[src/rtl/nibcmd_pkg.sv]
package nibcmd_pkg;
  typedef enum logic [1:0] {
    M_IDLE      = 2'd0,
    M_ARMED_ON  = 2'd1,
    M_ARMED_OFF = 2'd2
  } match_state_e;
endpackage

[src/rtl/nibcmd_strobe_sync.sv]
// Synchronizes an asynchronous strobe and emits a one-cycle pulse on its rise.
module nibcmd_strobe_sync #(
  parameter int STAGES = 2
) (
  input  logic clk_i,
  input  logic rst_i,
  input  logic strobe_i,
  output logic fire_o
);
  localparam int LAST = STAGES;  // one extra flop holds the previous level

  logic [LAST:0] chain_q;

  generate
    for (genvar g = 0; g <= LAST; g++) begin : g_stage
      if (g == 0) begin : g_first
        always_ff @(posedge clk_i) begin
          if (rst_i) chain_q[g] <= 1'b0;
          else       chain_q[g] <= strobe_i;
        end
      end else begin : g_rest
        always_ff @(posedge clk_i) begin
          if (rst_i) chain_q[g] <= 1'b0;
          else       chain_q[g] <= chain_q[g-1];
        end
      end
    end
  endgenerate

  assign fire_o = chain_q[LAST-1] & ~chain_q[LAST];
endmodule

[src/rtl/nibcmd_capture.sv]
// Registers the digit on the capture pulse and marks it valid for one cycle.
module nibcmd_capture #(
  parameter int DIGIT_W = 4
) (
  input  logic               clk_i,
  input  logic               rst_i,
  input  logic               fire_i,
  input  logic [DIGIT_W-1:0] data_i,
  output logic               vld_o,
  output logic [DIGIT_W-1:0] digit_o
);
  always_ff @(posedge clk_i) begin
    if (rst_i) begin
      vld_o   <= 1'b0;
      digit_o <= '0;
    end else begin
      vld_o <= fire_i;
      if (fire_i) digit_o <= data_i;
    end
  end
endmodule

[src/rtl/nibcmd_matcher.sv]
// Two-digit overlapping matcher that sets or clears a persistent output.
module nibcmd_matcher
  import nibcmd_pkg::*;
#(
  parameter int               DIGIT_W    = 4,
  parameter logic [DIGIT_W-1:0] ON_FIRST   = 4'hA,
  parameter logic [DIGIT_W-1:0] ON_SECOND  = 4'hB,
  parameter logic [DIGIT_W-1:0] OFF_FIRST  = 4'h5,
  parameter logic [DIGIT_W-1:0] OFF_SECOND = 4'h0
) (
  input  logic               clk_i,
  input  logic               rst_i,
  input  logic               vld_i,
  input  logic [DIGIT_W-1:0] digit_i,
  output match_state_e       state_o,
  output logic               led_o
);
  match_state_e state_q, state_n;
  logic         led_q, led_n;

  always_comb begin
    state_n = state_q;
    led_n   = led_q;
    if (vld_i) begin
      if (state_q == M_ARMED_ON && digit_i == ON_SECOND)   led_n = 1'b1;
      if (state_q == M_ARMED_OFF && digit_i == OFF_SECOND) led_n = 1'b0;
      if (digit_i == ON_FIRST)       state_n = M_ARMED_ON;
      else if (digit_i == OFF_FIRST) state_n = M_ARMED_OFF;
      else                           state_n = M_IDLE;
    end
  end

  always_ff @(posedge clk_i) begin
    if (rst_i) begin
      state_q <= M_IDLE;
      led_q   <= 1'b0;
    end else begin
      state_q <= state_n;
      led_q   <= led_n;
    end
  end

  assign state_o = state_q;
  assign led_o   = led_q;
endmodule

[src/rtl/nibcmd_detect.sv]
module nibcmd_detect
  import nibcmd_pkg::*;
#(
  parameter int DIGIT_W     = 4,
  parameter int SYNC_STAGES = 2
) (
  input  logic               clk_i,
  input  logic               rst_i,
  input  logic [DIGIT_W-1:0] data_i,
  input  logic               strobe_i,
  output logic               led_o
);
  logic               samp_pulse;
  logic               dig_vld;
  logic [DIGIT_W-1:0] dig_q;
  match_state_e       match_state;

  nibcmd_strobe_sync #(.STAGES(SYNC_STAGES)) u_sync (
    .clk_i   (clk_i),
    .rst_i   (rst_i),
    .strobe_i(strobe_i),
    .fire_o  (samp_pulse)
  );

  nibcmd_capture #(.DIGIT_W(DIGIT_W)) u_cap (
    .clk_i  (clk_i),
    .rst_i  (rst_i),
    .fire_i (samp_pulse),
    .data_i (data_i),
    .vld_o  (dig_vld),
    .digit_o(dig_q)
  );

  nibcmd_matcher #(.DIGIT_W(DIGIT_W)) u_match (
    .clk_i  (clk_i),
    .rst_i  (rst_i),
    .vld_i  (dig_vld),
    .digit_i(dig_q),
    .state_o(match_state),
    .led_o  (led_o)
  );
endmodule

[config.mk]
export PLATFORM = sky130hd
export DESIGN_NAME = nibcmd_detect
export DESIGN_NICKNAME = d
export VERILOG_FILES = /design/src/rtl/nibcmd_pkg.sv /design/src/rtl/nibcmd_strobe_sync.sv /design/src/rtl/nibcmd_capture.sv /design/src/rtl/nibcmd_matcher.sv /design/src/rtl/nibcmd_detect.sv
export SDC_FILE = /design/constraint.sdc
export NUM_CORES = 1
export LEC_CHECK = 0
export CAP_MARGIN = 15
export CORE_AREA = 2 2 39 41
export DETAILED_ROUTE_END_ITERATION = 10
export DIE_AREA = 0 0 41 43
export PLACE_DENSITY = 0.53
export SYNTH_ARGS = -nofsm -noshare
export SYNTH_HDL_FRONTEND = slang
export SYNTH_HIERARCHICAL = 1
export SYNTH_SLANG_ARGS = --single-unit
[constraint.sdc]
create_clock -name clk_i -period 1.35 [get_ports clk_i]
set_input_delay 0.2025 -clock clk_i [delete_from_list [all_inputs] [get_ports clk_i]]
set_output_delay 0.2025 -clock clk_i [all_outputs]
set_load 0.005 [all_outputs]
==> flow_metrics.env <==
export IMPL_internal_power_uw=474.2
export IMPL_totalPowerFinal_uw=601.3
export IMPL_ys_warn_count=6
export IMPL_finish_utilization=0.3743
export IMPL_clk_pin_slew_ns=0.06
export IMPL_place_area_um2=489.2
export IMPL_slowest_stage="dfxtp_1"
export IMPL_period_share=0.7243
export IMPL_netlist_area_um2=402.9
export IMPL_fp_dieW_um=41
export IMPL_pwr_share_seq=0.563
export IMPL_final_area_um2=518.0
export IMPL_cts_tree="built"
export IMPL_synthMostInstantiatedCell="dfxtp_1"
export IMPL_via_per_inst=4.354
export IMPL_ir_worst_vdd_uv=597.2
export IMPL_drt_initial_drc_count=1
export IMPL_die_h_um=43
export IMPL_power_leakage_nw=0.2033
export IMPL_critPathRequiredTime_ns=1.51
export IMPL_ys_top_cells_by_area="dfxtp_1 (55%), mux2i_1 (9.9%), nor2b_1 (7.8%), nor2_1 (5.6%), nor3b_2 (3.1%)"
export IMPL_cp_max_fo=5
export IMPL_grt_start_max_net_pins=11
export IMPL_power_density_nw_per_um2=1161
export IMPL_num_rows=14
export IMPL_pin_count=8
export IMPL_skew_ns=0.006634
export IMPL_nets=57
export IMPL_first_pass_iters=2
export IMPL_synthArstFlopShare=0
export IMPL_ant_nets=0
export IMPL_max_cap_violations=0
export IMPL_finalCriticalPeriod_ns=0.9778
export IMPL_path_cells="nor2b_2 > mux2i_1 > nor2_1"
export IMPL_ys_top_cells_by_count="dfxtp_1 (11), nor2_1 (6), nor2b_1 (5)"
export IMPL_synth_seq_area_share=0.5466
export IMPL_dp_hpwl_um=485.3
export IMPL_synth_top_flop_cell="dfxtp_1"
export IMPL_layout_cells_non_filler=65
export IMPL_setup_worst_path_start="u_sync/chain_q[1]$_SDFF_PP0_"
export IMPL_rrSetupSlack_ns=0.37
export IMPL_gp_congestion=0.6984
export IMPL_synth_top_area_frac=0.5466
export IMPL_worst_pin_slew_ns=0.2822
export IMPL_routedWlPerCell_um=10.08
export IMPL_rsz0062_at_grt="no"
export IMPL_path_class="reg2reg"
export IMPL_hold_violations=0
export IMPL_clk_latency_ns=0.27
export IMPL_end_kind="register"
export IMPL_grt_ovfl_total=0
export IMPL_critical_path_arrival_ns=1.14
export IMPL_hold_path_class="reg2reg"
export IMPL_setup_viol=0
export IMPL_netSwitchingFraction=0.2113
export IMPL_postLayoutSetupSlackWorst_ns=0.3722
export IMPL_clkSinkCount=11
export IMPL_drive_gt1_frac=0.1224
export IMPL_place_inst=61
export IMPL_reg2reg_from="u_sync/chain_q[1]$_SDFF_PP0_"
export IMPL_drc=0
export IMPL_num_vias=283
export IMPL_clockRootBuffer="clkbuf_4"
export IMPL_relSlewSlack=0.8110
export IMPL_start_util=0.2911
export IMPL_cpPeakStageDelay_ns=0.31
export IMPL_totalWireLength_um=655
export IMPL_num_antenna_cells=0
export IMPL_grt_pass1_wl_mm=1.083
export IMPL_numCtsBuffers=3
export IMPL_hold_ws_ns=0.4466
export IMPL_area_delta_synth_final_pct=28.57
export IMPL_crit_family="simple AND/OR/NAND/NOR gates"
export IMPL_cp_num_buf_inv=0
export IMPL_cp_depth=3
export IMPL_synthCells=38
export IMPL_start_kind="register"
export IMPL_postSynthAreaPerCell_um2=10.60
export IMPL_cts_max_level=1
export IMPL_endpoint="u_cap/digit_o[1]$_SDFFE_PP0P_"
export IMPL_cts_buffer_depth=2
export IMPL_synth_edf_count=0
export IMPL_pwr_share_comb=0.068
export IMPL_p_clk_frac=0.369
export IMPL_worstRegToRegCells=3
export IMPL_dieArea_um2=1763
export IMPL_antenna_found_initial=0
export IMPL_syn_nets=45
export IMPL_net_switching_power_uw=127.0
export IMPL_setup_tns_ns=0
export IMPL_fp_coreArea_um2=1384
export IMPL_synth_seq_cells=11
export IMPL_dpl_worst_slack_ns=0.3038
export IMPL_fmax_ghz=1.023
export IMPL_slew_violations=0
export IMPL_yosys_cell_types_count=15
export IMPL_grtUsageTotal=0.09909
export IMPL_port_buffers=7
export IMPL_status="finished, final reports clean"
export IMPL_grt_pass1_vias=275
export IMPL_rr_endpoint="u_cap/digit_o[1]$_SDFFE_PP0P_"
export IMPL_yosys_area_top_type="dfxtp_1"
[flip-flops by register name, indices dropped and copies added, names as in the netlist]
name	flops
u_cap/digit_o	4
u_match/state_o	2
u_match/led_o	1
u_sync/chain_q	3
u_cap/vld_o	1
[per-layer routing]
| layer | GRT usage | vias to the layer above | share of wire |
|---|---|---|---|
| li1 | - | 152 | - |
| met1 | 0.1118 | 118 | 0.51 |
| met2 | 0.1250 | 9 | 0.40 |
| met3 | 0.04712 | 4 | 0.052 |
| met4 | 0.1000 | 0 | 0.038 |
| met5 | 0 | - | 0 |
[how the worst min path moves through the flow]
stage                     slack (ns)                          from  cells past startpoint                           end
after CTS                       0.45  u_sync/chain_q[0]$_SDFF_PP0_                      1  u_sync/chain_q[1]$_SDFF_PP0_
after global routing            0.48  u_sync/chain_q[0]$_SDFF_PP0_                      1  u_sync/chain_q[1]$_SDFF_PP0_
after global placement          0.44  u_sync/chain_q[1]$_SDFF_PP0_                      1  u_sync/chain_q[2]$_SDFF_PP0_
final                           0.45  u_sync/chain_q[0]$_SDFF_PP0_                      1  u_sync/chain_q[1]$_SDFF_PP0_
after floorplan                 0.27                         rst_i                      1        u_cap/vld_o$_SDFF_PP0_
after detailed placement        0.43  u_sync/chain_q[0]$_SDFF_PP0_                      1  u_sync/chain_q[1]$_SDFF_PP0_
[power by group through the flow]
stage | Clock, mW | Sequential, mW | Combinational, mW
floorplan | 0 | 0.345 | 0.0183
global placement | 0 | 0.346 | 0.0413
detailed placement | 0 | 0.346 | 0.0413
CTS | 0.236 | 0.339 | 0.0412
global route | 0.246 | 0.340 | 0.0450
finish | 0.222 | 0.339 | 0.0407
[cells in the final DEF, fill, tap and decap left out]
cell type	Yosys	layout
nor3_1	1	1
buf_4	0	1
nand2_1	1	1
mux2i_1	4	4
nor2_1	6	6
clkbuf_4	0	3
o22ai_1	1	1
clkbuf_1	0	1
a41oi_1	1	1
nor2b_1	5	5
inv_1	2	2
nor2b_2	1	1
a32oi_1	1	1
o21a_1	1	1
nand4b_1	1	1
dfxtp_1	11	11
clkdlybuf4s50_1	0	6
nor3b_2	1	1
dlymetal6s2s_1	0	1
[what timing repair did]
item                                    in CTS  in global routing
endpoints found under the hold margin        0                  0
hold buffers                                 0                  0
endpoints found under the setup margin       0                  1
resized for setup                            0                  1
buffers inserted                             0                  0
[kinds of logic after synthesis]
family / count (synthesis) / synth area share
flops: 11 / 0.5466
mux: 4 / 0.09938
simple gates: 16 / 0.2298
compound gates: 4 / 0.07766
buf+inv: 3 / 0.04659
[area by class of cell]
cell class                 instances  area, um2
clock buffer                       4      26.28
fill                             138      865.8
inverter                           2      7.507
multi-input combinational         24      163.9
sequential                        11      220.2
tap                               16      20.02
timing repair buffer               8      80.08
Power figures use the tool's default switching activity.
